<file path="src/rtl/intc_pkg.sv">
package intc_pkg;

    localparam int NUM_SRC  = 14;
    localparam int CTRL_W   = 8;
    localparam int DATA_W   = 16;
    localparam int ADDR_W   = 5;
    localparam int PRIO_W   = 5;
    localparam int LEVEL_W  = 3;
    localparam int VEC_W    = 8;
    localparam int IDX_W    = $clog2(NUM_SRC);

    localparam logic [ADDR_W-1:0] A_MASK = 5'd16;
    localparam logic [ADDR_W-1:0] A_PEND = 5'd17;
    localparam logic [ADDR_W-1:0] A_WDV  = 5'd18;
    localparam logic [ADDR_W-1:0] A_SV0  = 5'd19;
    localparam logic [ADDR_W-1:0] A_SV1  = 5'd20;

    localparam int SRC_WDOG = 8;
    localparam int SRC_SER0 = 12;
    localparam int SRC_SER1 = 13;

    localparam logic [PRIO_W-1:0] MIN_PRIO     = 5'd4;
    localparam logic [VEC_W-1:0]  AUTOVEC_BASE = 8'd24;
    localparam logic [VEC_W-1:0]  FALLBACK_VEC = 8'h0F;
    localparam logic [VEC_W-1:0]  VEC_RESET    = 8'h0F;
    localparam logic [DATA_W-1:0] MASK_RESET   = 16'h3FFE;

    typedef struct packed {
        logic [LEVEL_W-1:0] level;
        logic [VEC_W-1:0]   vector;
    } irq_out_t;

    function automatic logic [CTRL_W-1:0] ctrl_reset_val(input int src);
        if (src >= 1 && src <= 7)
            return CTRL_W'(src * 4);
        else if (src == 8)
            return 8'h1C;
        else if (src >= 9 && src <= 11)
            return 8'h80;
        else
            return 8'h00;
    endfunction

endpackage

</file>
<file path="src/rtl/intc_regfile.sv">
module intc_regfile
    import intc_pkg::*;
#(
    parameter int NSRC = NUM_SRC
) (
    input  logic                         clk,
    input  logic                         rst_n,
    input  logic [NSRC-1:0]              lines,
    input  logic                         we,
    input  logic [ADDR_W-1:0]            addr,
    input  logic [DATA_W-1:0]            wdata,
    output logic [DATA_W-1:0]            rdata,
    output logic [NSRC-1:0][CTRL_W-1:0]  ctrl,
    output logic [DATA_W-1:0]            mask,
    output logic [NSRC-1:0]              pend,
    output logic [VEC_W-1:0]             wdog_vec,
    output logic [VEC_W-1:0]             ser_vec0,
    output logic [VEC_W-1:0]             ser_vec1
);

    typedef struct packed {
        logic [NSRC-1:0][CTRL_W-1:0] ctrl;
        logic [DATA_W-1:0]           mask;
        logic [NSRC-1:0]             pend;
        logic [VEC_W-1:0]            wdv;
        logic [VEC_W-1:0]            sv0;
        logic [VEC_W-1:0]            sv1;
    } regs_t;

    regs_t regs_d, regs_q;

    function automatic regs_t reset_regs();
        regs_t r;
        for (int i = 0; i < NSRC; i++)
            r.ctrl[i] = ctrl_reset_val(i);
        r.mask = MASK_RESET;
        r.pend = '0;
        r.wdv  = VEC_RESET;
        r.sv0  = VEC_RESET;
        r.sv1  = VEC_RESET;
        return r;
    endfunction

    always_comb begin
        regs_d = regs_q;
        regs_d.pend = lines;
        regs_d.pend[0] = 1'b0;
        if (we) begin
            for (int i = 1; i < NSRC; i++)
                if (addr == ADDR_W'(i))
                    regs_d.ctrl[i] = wdata[CTRL_W-1:0];
            case (addr)
                A_MASK:  regs_d.mask = wdata;
                A_WDV:   regs_d.wdv  = wdata[VEC_W-1:0];
                A_SV0:   regs_d.sv0  = wdata[VEC_W-1:0];
                A_SV1:   regs_d.sv1  = wdata[VEC_W-1:0];
                default: ;
            endcase
        end
    end

    always_ff @(posedge clk or negedge rst_n) begin
        if (!rst_n)
            regs_q <= reset_regs();
        else
            regs_q <= regs_d;
    end

    always_comb begin
        rdata = '0;
        for (int i = 1; i < NSRC; i++)
            if (addr == ADDR_W'(i))
                rdata = DATA_W'(regs_q.ctrl[i]);
        case (addr)
            A_MASK:  rdata = regs_q.mask;
            A_PEND:  rdata = DATA_W'(regs_q.pend);
            A_WDV:   rdata = DATA_W'(regs_q.wdv);
            A_SV0:   rdata = DATA_W'(regs_q.sv0);
            A_SV1:   rdata = DATA_W'(regs_q.sv1);
            default: ;
        endcase
    end

    assign ctrl     = regs_q.ctrl;
    assign mask     = regs_q.mask;
    assign pend     = regs_q.pend;
    assign wdog_vec = regs_q.wdv;
    assign ser_vec0 = regs_q.sv0;
    assign ser_vec1 = regs_q.sv1;

    // a write aimed at the pending register leaves it tracking the lines only
    a_r3_pend_readonly: assert property (@(posedge clk) disable iff (!rst_n)
        (we && addr == A_PEND) |=> (pend == ($past(lines) & ~NSRC'(1))));

    // a mask write lands at the next edge
    a_r11_mask_write: assert property (@(posedge clk) disable iff (!rst_n)
        (we && addr == A_MASK) |=> (mask == $past(wdata)));

    // line 0 never reaches the pending register
    a_r2_line0_idle: assert property (@(posedge clk) disable iff (!rst_n)
        $past(lines[0]) |-> !pend[0]);

endmodule

</file>
<file path="src/rtl/intc_arbiter.sv">
module intc_arbiter
    import intc_pkg::*;
#(
    parameter int NSRC = NUM_SRC,
    localparam int IW  = $clog2(NSRC)
) (
    input  logic [NSRC-1:0]             pend,
    input  logic [DATA_W-1:0]           mask,
    input  logic [NSRC-1:0][CTRL_W-1:0] ctrl,
    output logic                        win_valid,
    output logic [IW-1:0]               win_idx,
    output logic [PRIO_W-1:0]           win_prio
);

    logic [PRIO_W-1:0] best;
    logic [IW-1:0]     best_idx;

    always_comb begin
        best     = '0;
        best_idx = '0;
        // strict comparison keeps the lower-numbered line on a tie
        for (int i = 1; i < NSRC; i++) begin
            if (pend[i] && !mask[i] && (ctrl[i][PRIO_W-1:0] > best)) begin
                best     = ctrl[i][PRIO_W-1:0];
                best_idx = IW'(i);
            end
        end
    end

    assign win_valid = (best >= MIN_PRIO);
    assign win_idx   = best_idx;
    assign win_prio  = best;

endmodule

</file>
<file path="src/rtl/intc_vecgen.sv">
module intc_vecgen
    import intc_pkg::*;
#(
    parameter int NSRC = NUM_SRC,
    localparam int IW  = $clog2(NSRC)
) (
    input  logic              win_valid,
    input  logic [IW-1:0]     win_idx,
    input  logic [CTRL_W-1:0] win_ctrl,
    input  logic [VEC_W-1:0]  wdog_vec,
    input  logic [VEC_W-1:0]  ser_vec0,
    input  logic [VEC_W-1:0]  ser_vec1,
    output irq_out_t          req
);

    localparam logic [IW-1:0] IDX_WDOG = IW'(SRC_WDOG);
    localparam logic [IW-1:0] IDX_SER0 = IW'(SRC_SER0);
    localparam logic [IW-1:0] IDX_SER1 = IW'(SRC_SER1);

    logic [LEVEL_W-1:0] lvl;

    always_comb begin
        lvl = win_ctrl[PRIO_W-1:2];
        req = '0;
        if (win_valid) begin
            req.level = lvl;
            if (win_ctrl[CTRL_W-1])
                req.vector = AUTOVEC_BASE + VEC_W'(lvl);
            else begin
                case (win_idx)
                    IDX_WDOG: req.vector = wdog_vec;
                    IDX_SER0: req.vector = ser_vec0;
                    IDX_SER1: req.vector = ser_vec1;
                    default:  req.vector = FALLBACK_VEC;
                endcase
            end
        end
    end

endmodule

</file>
<file path="src/rtl/prio_intc.sv">
module prio_intc
    import intc_pkg::*;
(
    input  logic                 clk,
    input  logic                 rst_n,
    input  logic [NUM_SRC-1:0]   irq_lines,
    input  logic                 reg_we,
    input  logic [ADDR_W-1:0]    reg_addr,
    input  logic [DATA_W-1:0]    reg_wdata,
    output logic [DATA_W-1:0]    reg_rdata,
    output logic [LEVEL_W-1:0]   irq_level,
    output logic [VEC_W-1:0]     irq_vector
);

    logic [NUM_SRC-1:0][CTRL_W-1:0] ctrl;
    logic [DATA_W-1:0]              mask;
    logic [NUM_SRC-1:0]             pend;
    logic [VEC_W-1:0]               wdog_vec, ser_vec0, ser_vec1;
    logic                           win_valid;
    logic [IDX_W-1:0]               win_idx;
    logic [PRIO_W-1:0]              win_prio;
    logic [CTRL_W-1:0]              win_ctrl;
    irq_out_t                       out_d, out_q;

    intc_regfile #(.NSRC(NUM_SRC)) u_regs (
        .clk      (clk),
        .rst_n    (rst_n),
        .lines    (irq_lines),
        .we       (reg_we),
        .addr     (reg_addr),
        .wdata    (reg_wdata),
        .rdata    (reg_rdata),
        .ctrl     (ctrl),
        .mask     (mask),
        .pend     (pend),
        .wdog_vec (wdog_vec),
        .ser_vec0 (ser_vec0),
        .ser_vec1 (ser_vec1)
    );

    intc_arbiter #(.NSRC(NUM_SRC)) u_arb (
        .pend      (pend),
        .mask      (mask),
        .ctrl      (ctrl),
        .win_valid (win_valid),
        .win_idx   (win_idx),
        .win_prio  (win_prio)
    );

    always_comb begin
        win_ctrl = '0;
        for (int i = 1; i < NUM_SRC; i++)
            if (win_idx == IDX_W'(i))
                win_ctrl = ctrl[i];
    end

    intc_vecgen #(.NSRC(NUM_SRC)) u_vec (
        .win_valid (win_valid),
        .win_idx   (win_idx),
        .win_ctrl  (win_ctrl),
        .wdog_vec  (wdog_vec),
        .ser_vec0  (ser_vec0),
        .ser_vec1  (ser_vec1),
        .req       (out_d)
    );

    always_ff @(posedge clk or negedge rst_n) begin
        if (!rst_n)
            out_q <= '0;
        else
            out_q <= out_d;
    end

    assign irq_level  = out_q.level;
    assign irq_vector = out_q.vector;

    // no level means no vector
    a_r6_quiet_vector: assert property (@(posedge clk) disable iff (!rst_n)
        (irq_level == '0) |-> (irq_vector == '0));

    // the chosen line is pending and unmasked
    a_r4_winner_unmasked: assert property (@(posedge clk) disable iff (!rst_n)
        win_valid |-> (pend[win_idx] && !mask[win_idx]));

    // the winner's value is not below the cutoff
    a_r5_winner_prio: assert property (@(posedge clk) disable iff (!rst_n)
        win_valid |-> (win_prio >= MIN_PRIO));

    // a valid winner yields a nonzero level one edge later
    a_r7_level_nonzero: assert property (@(posedge clk) disable iff (!rst_n)
        win_valid |=> (irq_level != '0));

    // autovector winner gives base plus level
    a_r8_autovector: assert property (@(posedge clk) disable iff (!rst_n)
        (win_valid && win_ctrl[CTRL_W-1]) |=> (irq_vector == AUTOVEC_BASE + VEC_W'(irq_level)));

    // unchanged register state keeps the outputs unchanged
    a_r10_hold: assert property (@(posedge clk) disable iff (!rst_n)
        ($stable(pend) && $stable(mask) && $stable(ctrl) &&
         $stable({wdog_vec, ser_vec0, ser_vec1})) |=> $stable(out_q));

endmodule

</file>
<file path="config.mk">
export PLATFORM = sky130hd
export DESIGN_NAME = prio_intc
export DESIGN_NICKNAME = d
export VERILOG_FILES = /design/src/rtl/intc_pkg.sv /design/src/rtl/intc_regfile.sv /design/src/rtl/intc_arbiter.sv /design/src/rtl/intc_vecgen.sv /design/src/rtl/prio_intc.sv
export SDC_FILE = /design/constraint.sdc
export NUM_CORES = 1
export LEC_CHECK = 0
export ABC_AREA = 1
export ABC_CLOCK_PERIOD_IN_PS = 17200
export BUFFER_PORTS_ARGS = -buffer_cell sky130_fd_sc_hd__buf_4
export CORE_MARGIN = 5
export CORE_UTILIZATION = 50
export DETAILED_ROUTE_END_ITERATION = 7
export PLACE_DENSITY = 0.65
export RECOVER_POWER = 100
export SYNTH_ARGS = -nofsm -noshare
export SYNTH_HDL_FRONTEND = slang
export SYNTH_SLANG_ARGS = --single-unit
export TNS_END_PERCENT = 10
</file>
<file path="constraint.sdc">
create_clock -name clk -period 17.2 [get_ports clk]
set_clock_uncertainty 0.1 [all_clocks]
set_input_delay 1.72 -clock clk [delete_from_list [all_inputs] [get_ports clk]]
set_output_delay 1.72 -clock clk [all_outputs]
set_load 0.01 [all_outputs]
</file>
==> run summary, run 1 <==
Row generation in the floorplan step produced 52 rows. The number of DRC markers after the initial detailed-route iteration is 811. The worst path buffer plus inverter count came out at 6.

After clock tree synthesis, the clock-pin slew on the worst setup and hold paths is 0.07 ns. Wire segments on met2 add up to 13300 µm in the final route. The end of the worst register-to-register path is irq_vector[2].

The weighted congestion reported at the end of routability-driven placement is roughly 1.0. In the routed layout, each cell is associated on average with a via count of 5.56. The proportion of layout cells with a drive suffix above 1 came out at around 14%. Summed over all layers, the routed wires come to 29200 µm. The number of buffers on the longest clock path came out at 2. The first TritonRoute pass finished after 5 iterations.

The area of the mapped netlist is 10300 µm². The run finished, with violations left. Synthesis handed over a netlist of 1355 instances. From synthesis to final layout, the design area changed by 11.5%. The most used flip-flop cell after synthesis is sky130_fd_sc_hd__dfrtp_1.

The area fraction of the dominant cell type after synthesis came out at 30.5%. The initial antenna violation count is 0. The number of instances in the placed design came out at around 1700. The count of vias placed by the detailed router came out at 9383. The final reports fail on capacitance limit, slew limit. The critical path launch point type is a register.

STA puts the critical path data arrival time at ~16 ns. The clock tree synthesis step divided the H-tree into 4 levels. The number of hold buffers added after CTS was 0.

The overall routing resource usage came out at between 20 and 30%. The synthesized design contains roughly 170 register bits. The final cell count without fillers is approximately 1700.

The worst reg2reg path depth is 100. The number of warnings issued by yosys is 0. After detailed routing, no signal wire sits above met4. sky130_fd_sc_hd__nand2_1 is the most common cell in the netlist.

The average instance in the mapped netlist occupies 7.57 µm². The hold path endpoint is u_regs.ctrl[77]. The floorplan step defined a core boundary enclosing around 20000 µm². The area used by multi-input combinational logic came out at 5260 µm². The min-delay analysis places its worst path in the category register to register.

From bottom edge to top edge, the die measures 153 µm. The cell with the most instances on the worst path is sky130_fd_sc_hd__nand2_1. The sink count of the clock tree is 168.

The DRC violations left is 0. Counting flops with a built-in enable in the synthesized netlist gives 0. The combined flip-flop and latch cell area is 4260 µm². The number of max-slew violations in the final report came to 171.

The final hold violation count was 0. The required time of the critical path came out at 17.46 ns. During placement, the flow inserted port buffers numbering 63. The final critical-path required period came out at around 16 ns.

The cell sitting at the root of the clock tree is a sky130_fd_sc_hd__clkbuf_16. The die covers roughly 23000 µm². The post-route fraction of the period consumed by the critical path came out at 90.8%. In this run the worst path has a maximum fanout of 17. The setup path with the least slack is of type register to register.

The number of top-level design ports is 65. The antenna diode count came out at 0. The critical register-to-register path startpoint is u_regs.ctrl[10].

The number of nets handed over by synthesis was 1437. The largest delay contributor family on the critical path is simple AND/OR/NAND/NOR gates. For this run, the post-layout net count is 1486. After filler insertion, the fill cell instance count of the layout stands at 1946. The number of library cell types mapped by synthesis is 47.

The clock tree from TritonCTS is done. The sum of negative setup slack is 0 ns. The critical path crosses 100 cells after its start point.

The length of routed met3 wiring came out at 1800 µm. The worst hold path was traced through 2 stages. The largest stage delay on the critical path is around 0.56 ns. The wire length the detailed router placed on met1 is between 10000 and 15000 µm. The global-route congestion overflow total is 0. The worst-case register-to-register setup slack came out at ~1.6 ns. The fraction of registers with async set/reset is 100%.

The overall die width is approximately 150 µm. The estimated wirelength of the detail-placed design is approximately 21000 µm. The fmax is 0.0641 GHz.

Once the floorplan was initialized, standard cells occupied 50.7% of the core. Setup violations remaining at the end of the flow were counted as 0. For the worst-skew pair, the clock arrives at the later sink with an insertion delay of 0.44 ns. The number of global-route vias before repair came to slightly below 9000. The transition time of the tightest slew-check pin is 4.98 ns. Counting the buffers created by CTS gives 17. By area the synthesized netlist is led by sky130_fd_sc_hd__dfrtp_1 (30%), sky130_fd_sc_hd__nand2_1 (14%), sky130_fd_sc_hd__dfstp_2 (11%). The maximum number of pins on one net before global-route repair came out at 95. In this run the most critical hold path is launched from u_regs.ctrl[77]. The kind of end point of the critical path is a register. Dividing the detail-routed wire length by the instance count gives approximately 17 µm. The max-slew headroom at the worst pin is -232%. The biggest area contributor in the post-synthesis netlist is sky130_fd_sc_hd__dfrtp_1. For this run, the register share of the synthesized area comes to 41.5%. The count of max-cap constraint violations came out at 2. After synthesis, the most frequently instantiated cells are sky130_fd_sc_hd__nand2_1 (369), sky130_fd_sc_hd__o21ai_0 (185), sky130_fd_sc_hd__inv_1 (139), sky130_fd_sc_hd__dfrtp_1 (125), sky130_fd_sc_hd__nor2_1 (97). The library cell contributing the largest single delay on the critical path is sky130_fd_sc_hd__dfstp_2. The first global-routing pass estimated 47100 µm of wire.

The count of nets left with antenna violations after detail routing came out at 0.
[worst reg2reg max path: cells and delay by family (launching register included)]
| family | cells | cell delay, ns |
|---|---|---|
| adder cells (fa/ha/maj) | 12 | 3.60 |
| flip-flops | 1 | 0.56 |
| AND/OR/NAND/NOR | 60 | 6.48 |
| AO/OA/AOI/OAI | 22 | 4.02 |
| buffers and inverters | 6 | 0.75 |
[flip-flops by register name, indices dropped and copies added, names as in the netlist]
name             flops
u_regs.wdog_vec      8
u_regs.ser_vec0      8
u_regs.ser_vec1      8
u_regs.mask         16
irq_level            3
u_regs.ctrl        104
irq_vector           8
u_regs.pend         13
[area by class of cell]
cell class	instances	share of cell area, %
sequential	168	37.2
clock buffer	18	3.94
inverter	150	4.92
timing repair buffer	71	3.58
tap	270	2.95
clock inverter	14	1.37
multi-input combinational	996	46.0
[per-stage QoR]
step	hold WS (ns)	area (µm²)	worst slack (ns)	utilization, %
after CTS	0.389	11500	0.490	56.8
after detailed placement	0.373	10900	0.645	53.8
after global placement	0.362	10900	0.838	53.8
after floorplan	0.348	10300	3.04	-
after global routing	0.403	11400	-0.0405	56.5
final	0.386	11400	1.59	56.5
[kinds of logic (layout without fill, tap and decap cells)]
family                     count (synthesis)  after routing  share of synthesized area (%)
and+or+nand+nor                          652            652                           28.3
AOI/OAI and AO/OA                        295            295                           16.5
buffers and inverters                    191            253                           7.74
DFF                                      168            168                           41.5
adders and majority gates                 44             44                           5.37
muxes                                      5              5                          0.549
[metal layers]
metal / GRT usage (%) / vias to the layer above
met5: 0 / -
met1: 35.4 / 4424
met2: 39.3 / 304
met4: 9.04 / 0
met3: 4.04 / 52
li1: - / 4603
[cell usage in the layout, fill, tap and decap left out, types with 4 or more instances in the layout]
| cell type | count |
|---|---|
| sky130_fd_sc_hd__clkbuf_16 | 18 |
| sky130_fd_sc_hd__o21ai_0 | 170 |
| sky130_fd_sc_hd__nor3_1 | 9 |
| sky130_fd_sc_hd__o211ai_1 | 4 |
| sky130_fd_sc_hd__a211oi_1 | 10 |
| sky130_fd_sc_hd__nand2_1 | 367 |
| sky130_fd_sc_hd__clkbuf_1 | 33 |
| sky130_fd_sc_hd__buf_4 | 25 |
| sky130_fd_sc_hd__clkbuf_4 | 13 |
| sky130_fd_sc_hd__nand2_2 | 31 |
| sky130_fd_sc_hd__nor2_1 | 96 |
| sky130_fd_sc_hd__inv_6 | 6 |
| sky130_fd_sc_hd__nand2_4 | 8 |
| sky130_fd_sc_hd__nand4_1 | 15 |
| sky130_fd_sc_hd__o2111ai_1 | 5 |
| sky130_fd_sc_hd__ha_1 | 44 |
| sky130_fd_sc_hd__dfstp_2 | 43 |
| sky130_fd_sc_hd__nand3_1 | 77 |
| sky130_fd_sc_hd__nor2_2 | 14 |
| sky130_fd_sc_hd__o21bai_1 | 9 |
| sky130_fd_sc_hd__o22ai_1 | 11 |
| sky130_fd_sc_hd__o21ai_1 | 20 |
| sky130_fd_sc_hd__a21oi_2 | 5 |
| sky130_fd_sc_hd__mux2_2 | 5 |
| sky130_fd_sc_hd__a21oi_1 | 28 |
| sky130_fd_sc_hd__inv_1 | 139 |
| sky130_fd_sc_hd__inv_2 | 11 |
| sky130_fd_sc_hd__dfrtp_1 | 125 |
| sky130_fd_sc_hd__nand3b_1 | 15 |
| sky130_fd_sc_hd__a221oi_1 | 15 |
| sky130_fd_sc_hd__nand3_2 | 8 |
| sky130_fd_sc_hd__nor2_4 | 4 |
[what timing repair did]
action	4_1_cts	5_1_grt
gates resized for setup	0	27
buffers inserted	0	2
endpoints found under the setup margin	0	8
[how the worst max path moves through the flow]
stage                    start            end  slack, ns
2_1_floorplan  u_regs.ctrl[10]  irq_vector[3]       3.04
3_3_place_gp   u_regs.ctrl[10]  irq_vector[2]       0.84
3_5_place_dp   u_regs.ctrl[10]  irq_vector[3]       0.65
4_1_cts        u_regs.ctrl[10]  irq_vector[1]       0.49
5_1_grt        u_regs.ctrl[10]  irq_vector[3]      -0.04
6_report       u_regs.ctrl[10]  irq_vector[2]       1.59
Power of run 1 is not shown: default switching activity piles up to over one toggle a cycle in this logic, so the estimate is an artifact.
==> run 2: changes to the inputs <==
--- a/config.mk
+++ b/config.mk
@@ -5,9 +5,9 @@
 export SDC_FILE = /design/constraint.sdc
 export NUM_CORES = 1
 export LEC_CHECK = 0
-export ABC_AREA = 1
 export ABC_CLOCK_PERIOD_IN_PS = 17200
 export BUFFER_PORTS_ARGS = -buffer_cell sky130_fd_sc_hd__buf_4
+export CAP_MARGIN = 20
 export CORE_MARGIN = 5
 export CORE_UTILIZATION = 50
 export DETAILED_ROUTE_END_ITERATION = 7
==> constraint.sdc (replaced) <==
create_clock -name clk -period 17.2 [get_ports clk]
set_clock_uncertainty 0.1 [all_clocks]
set_input_delay 3.44 -clock clk [delete_from_list [all_inputs] [get_ports clk]]
set_output_delay 3.44 -clock clk [all_outputs]
set_load 0.01 [all_outputs]
==> run summary, run 2 <==
Setup repair after global routing could not meet its margin everywhere. In the post-route analysis, the smallest setup slack over all paths is -3.26 ns. The longest clock path from root to sink contains 2 buffers. The length of routed met3 wiring came out at 2890 µm. The flow ran to the end, but the final reports show violations. The count of max-cap constraint violations came out at 2. The global-route wire length before repair came out at 59300 µm. The number of flip-flops under the largest register name is 104. The arrival time at the worst endpoint is 20.72 ns. The largest total area in the synthesized netlist belongs to sky130_fd_sc_hd__dfrtp_1.

After synthesis, the cell types taking the most area are sky130_fd_sc_hd__dfrtp_1 (29%), sky130_fd_sc_hd__mux2_2 (17%), sky130_fd_sc_hd__dfstp_2 (10%). The highest metal layer with signal wires is met5. The number of warnings issued by yosys is 0. The die footprint came out at 24800 µm². TritonCTS built the clock tree.

The number of buffers inserted for hold repair after clock tree synthesis came out at 0. The required time of the critical path came out at 17.46 ns. After detailed routing, the total wire length is ~39000 µm.

The number of enable flip-flop cells after synthesis came out at 0. The timing startpoint of the critical path is u_regs.mask[1]. The sequential element share of the synthesized area is 39.1%.

Derived from the worst setup path, the maximum achievable clock frequency is a little under 0.05 GHz. The final critical-path required period is around 20 ns. The share of the core filled with cells is 68.0%. The synthesized net count came out at 1135. In this run the most critical hold path is launched from u_regs.mask[15]. The most used flip-flop cell after synthesis is sky130_fd_sc_hd__dfrtp_1. The critical path start-end classification is register to register.

The final reports fail on capacitance limit, slew limit, setup timing. The library cell used most frequently in the layout, excluding fill and tap cells, is sky130_fd_sc_hd__buf_4. Ranked by instance count, the synthesized netlist is headed by sky130_fd_sc_hd__mux2_2 (160), sky130_fd_sc_hd__dfrtp_1 (125), sky130_fd_sc_hd__nand2_1 (72), sky130_fd_sc_hd__nor2_1 (60), sky130_fd_sc_hd__inv_1 (58). The clock reaches the later pin of the worst-skew pair after 0.44 ns. The number of top-level design ports is 65.

The top cell types in the final layout, fill and taps aside, are sky130_fd_sc_hd__buf_4 (279), sky130_fd_sc_hd__mux2_2 (149), sky130_fd_sc_hd__dfrtp_1 (125), sky130_fd_sc_hd__nand2_1 (67), sky130_fd_sc_hd__nor2_1 (55). After detailed placement, the design holds a cell count of 1553. The clock input transition at the sequential cells of the worst setup and hold paths came out at 0.08 ns. The number of max-slew violations in the final report is around 160.

The area of the core is 21600 µm². The initial antenna violation count came out at 2. The maximum number of pins on one net before global-route repair is about 110.

The most instantiated library cell after synthesis is sky130_fd_sc_hd__mux2_2. In the routed layout, each cell is associated on average with a via count of 6.31. The total of endpoints with negative setup slack in the final report came out at 11. The transition time of the tightest slew-check pin is roughly 5.5 ns.

The cell with the most instances on the worst path is sky130_fd_sc_hd__inv_2. Routability-driven placement finished with a final weighted congestion of 0.971. The final hold violation count is 0.

For this run, the slowest stage of the critical path takes ~0.55 ns. The DRC violations left came out at 0. In this run, the number of DRC markers left after iteration 0 of detailed routing was between 1000 and 1500. The sink count of the clock tree is 168. The number of placement rows is 54. The synthesized netlist occupies a cell area of roughly 11000 µm². Detailed placement finished with a half-perimeter wire length of 27800 µm.

The max-slew headroom at the worst pin came out at -264%. The mean post-synth cell area came out at 10.3 µm². The number of global-route vias before repair is 10300. The final layout contains ~1400 nets.

Summed over all layers, the global routing overflow is 0. Clock tree synthesis selected as its root buffer the cell sky130_fd_sc_hd__clkbuf_16. The count of H-tree levels built during CTS is 4. The overall die height is 158 µm. The path class of the tightest hold or removal check is register to register. The highest net fanout along the worst path is 6. The initial core utilization came out at 50.4%. STA classifies the critical path startpoint as a register. The kind of end point of the critical path is a register. In this run the biggest area consumer among cell types represents 28.7% of the synthesized area. The proportion of layout cells with a drive suffix above 1 is 49.8%. The library cell contributing the largest single delay on the critical path is sky130_fd_sc_hd__dfstp_2. The first detailed-routing pass took 6 iterations.

The met2 wirelength from detailed routing is approximately 18000 µm. The number of library cell types mapped by synthesis is 100. The die is 158 µm wide. In this run the remaining antenna-violating nets after routing total 0. Setup total negative slack on the finished layout was measured at -33.28 ns. Global routing used 31.1% of the available tracks across all layers. Leaving out filler cells and counting taps, the final layout contains 1648. The wire length the detailed router placed on met1 came out at 16300 µm. The startpoint identified for the worst register-to-register timing path is u_regs.mask[1]. The post-route fraction of the period consumed by the critical path is 119%.

Counting flops and latches in the post-synthesis netlist gives 168. The area growth from synthesis to layout came out at 35.0%. The count of vias placed by the detailed router is 10400. The number of standard cells after synthesis came out at 1053. After synthesis, the share of flip-flops with an asynchronous set or reset is 100%.

The number of buffer cells added on primary ports is 63. 0 antenna diodes ended up in the layout. The TritonCTS buffer count came out at 17.

Dividing the detail-routed wire length by the instance count gives about 24 µm.
-- run 2: cell count changes after synthesis, sizes merged, moves of 11 or more --
cell | previous run | this run
nor2b | 0 | 11
and2 | 1 | 18
nor2 | 114 | 61
mux2 | 5 | 164
inv | 149 | 59
a22o | 1 | 21
o21ai | 193 | 36
nand2 | 406 | 72
nor3 | 9 | 21
nand4b | 0 | 12
nand3 | 85 | 17
a22oi | 1 | 46
-- run 2: critical path: cells and delay by family, from the launching register on --
family	cells	cell delay, ns
and+or+nand+nor	36	5.76
muxes	8	2.40
AOI/OAI and AO/OA	38	7.43
adders and majority gates	13	2.75
buffers and inverters	16	1.36
DFF	1	0.55
-- run 2: worst paths after layout --
check | cells past startpoint | slack [ns] | end
max | 111 | -3.26 | irq_vector[1]
min | 1 | 0.40 | u_regs.mask[15]
max reg2reg | 111 | -3.26 | irq_vector[1]
min reg2reg | 1 | 0.40 | u_regs.mask[15]
max in group asynchronous | 3 | 6.92 | u_regs.pend[10]
min in group asynchronous | 1 | 2.85 | u_regs.pend[3]
-- run 2: kinds of logic after synthesis --
logic type,synth area share [%]
mux,17.4
simple gates,13.2
flops,39.1
compound gates,19.9
xor+xnor,1.11
buf+inv,3.98
fa+ha+maj,5.33
-- run 2: metrics by stage --
step / instance area, µm² / setup slack, ns / hold WS, ns
floorplan: 11200 / -3.32 / 0.371
finish: 14700 / -3.26 / 0.399
detailed placement: 13300 / -3.54 / 0.386
global route: 14700 / -4.21 / 0.424
global placement: 13300 / -3.13 / 0.380
CTS: 14400 / -2.81 / 0.403
-- run 2: area by class of cell --
| cell class | instances | area [µm²] |
|---|---|---|
| repair buffers | 328 | 2370 |
| clock inverters | 13 | 149 |
| flip-flops and latches | 168 | 4260 |
| clock buffers | 19 | 453 |
| multi-input cells | 781 | 6900 |
| well taps | 280 | 350 |
| inverters | 59 | 226 |
| fillers | 1698 | 6920 |
-- run 2: what timing repair did --
| action | CTS | global route |
|---|---|---|
| pin swaps | 47 | 52 |
| cloned | 0 | 0 |
| resized for setup | 47 | 63 |
| endpoints found under the setup margin | 11 | 11 |
| setup buffers | 44 | 18 |
-- run 2: per-layer routing --
layer  up-vias  track usage, %
met5         -               0
met4         2            12.1
met3       120            5.03
met2       513            48.8
met1      5149            43.3
li1       4609               -
Power of run 2 is left out for the same reason.
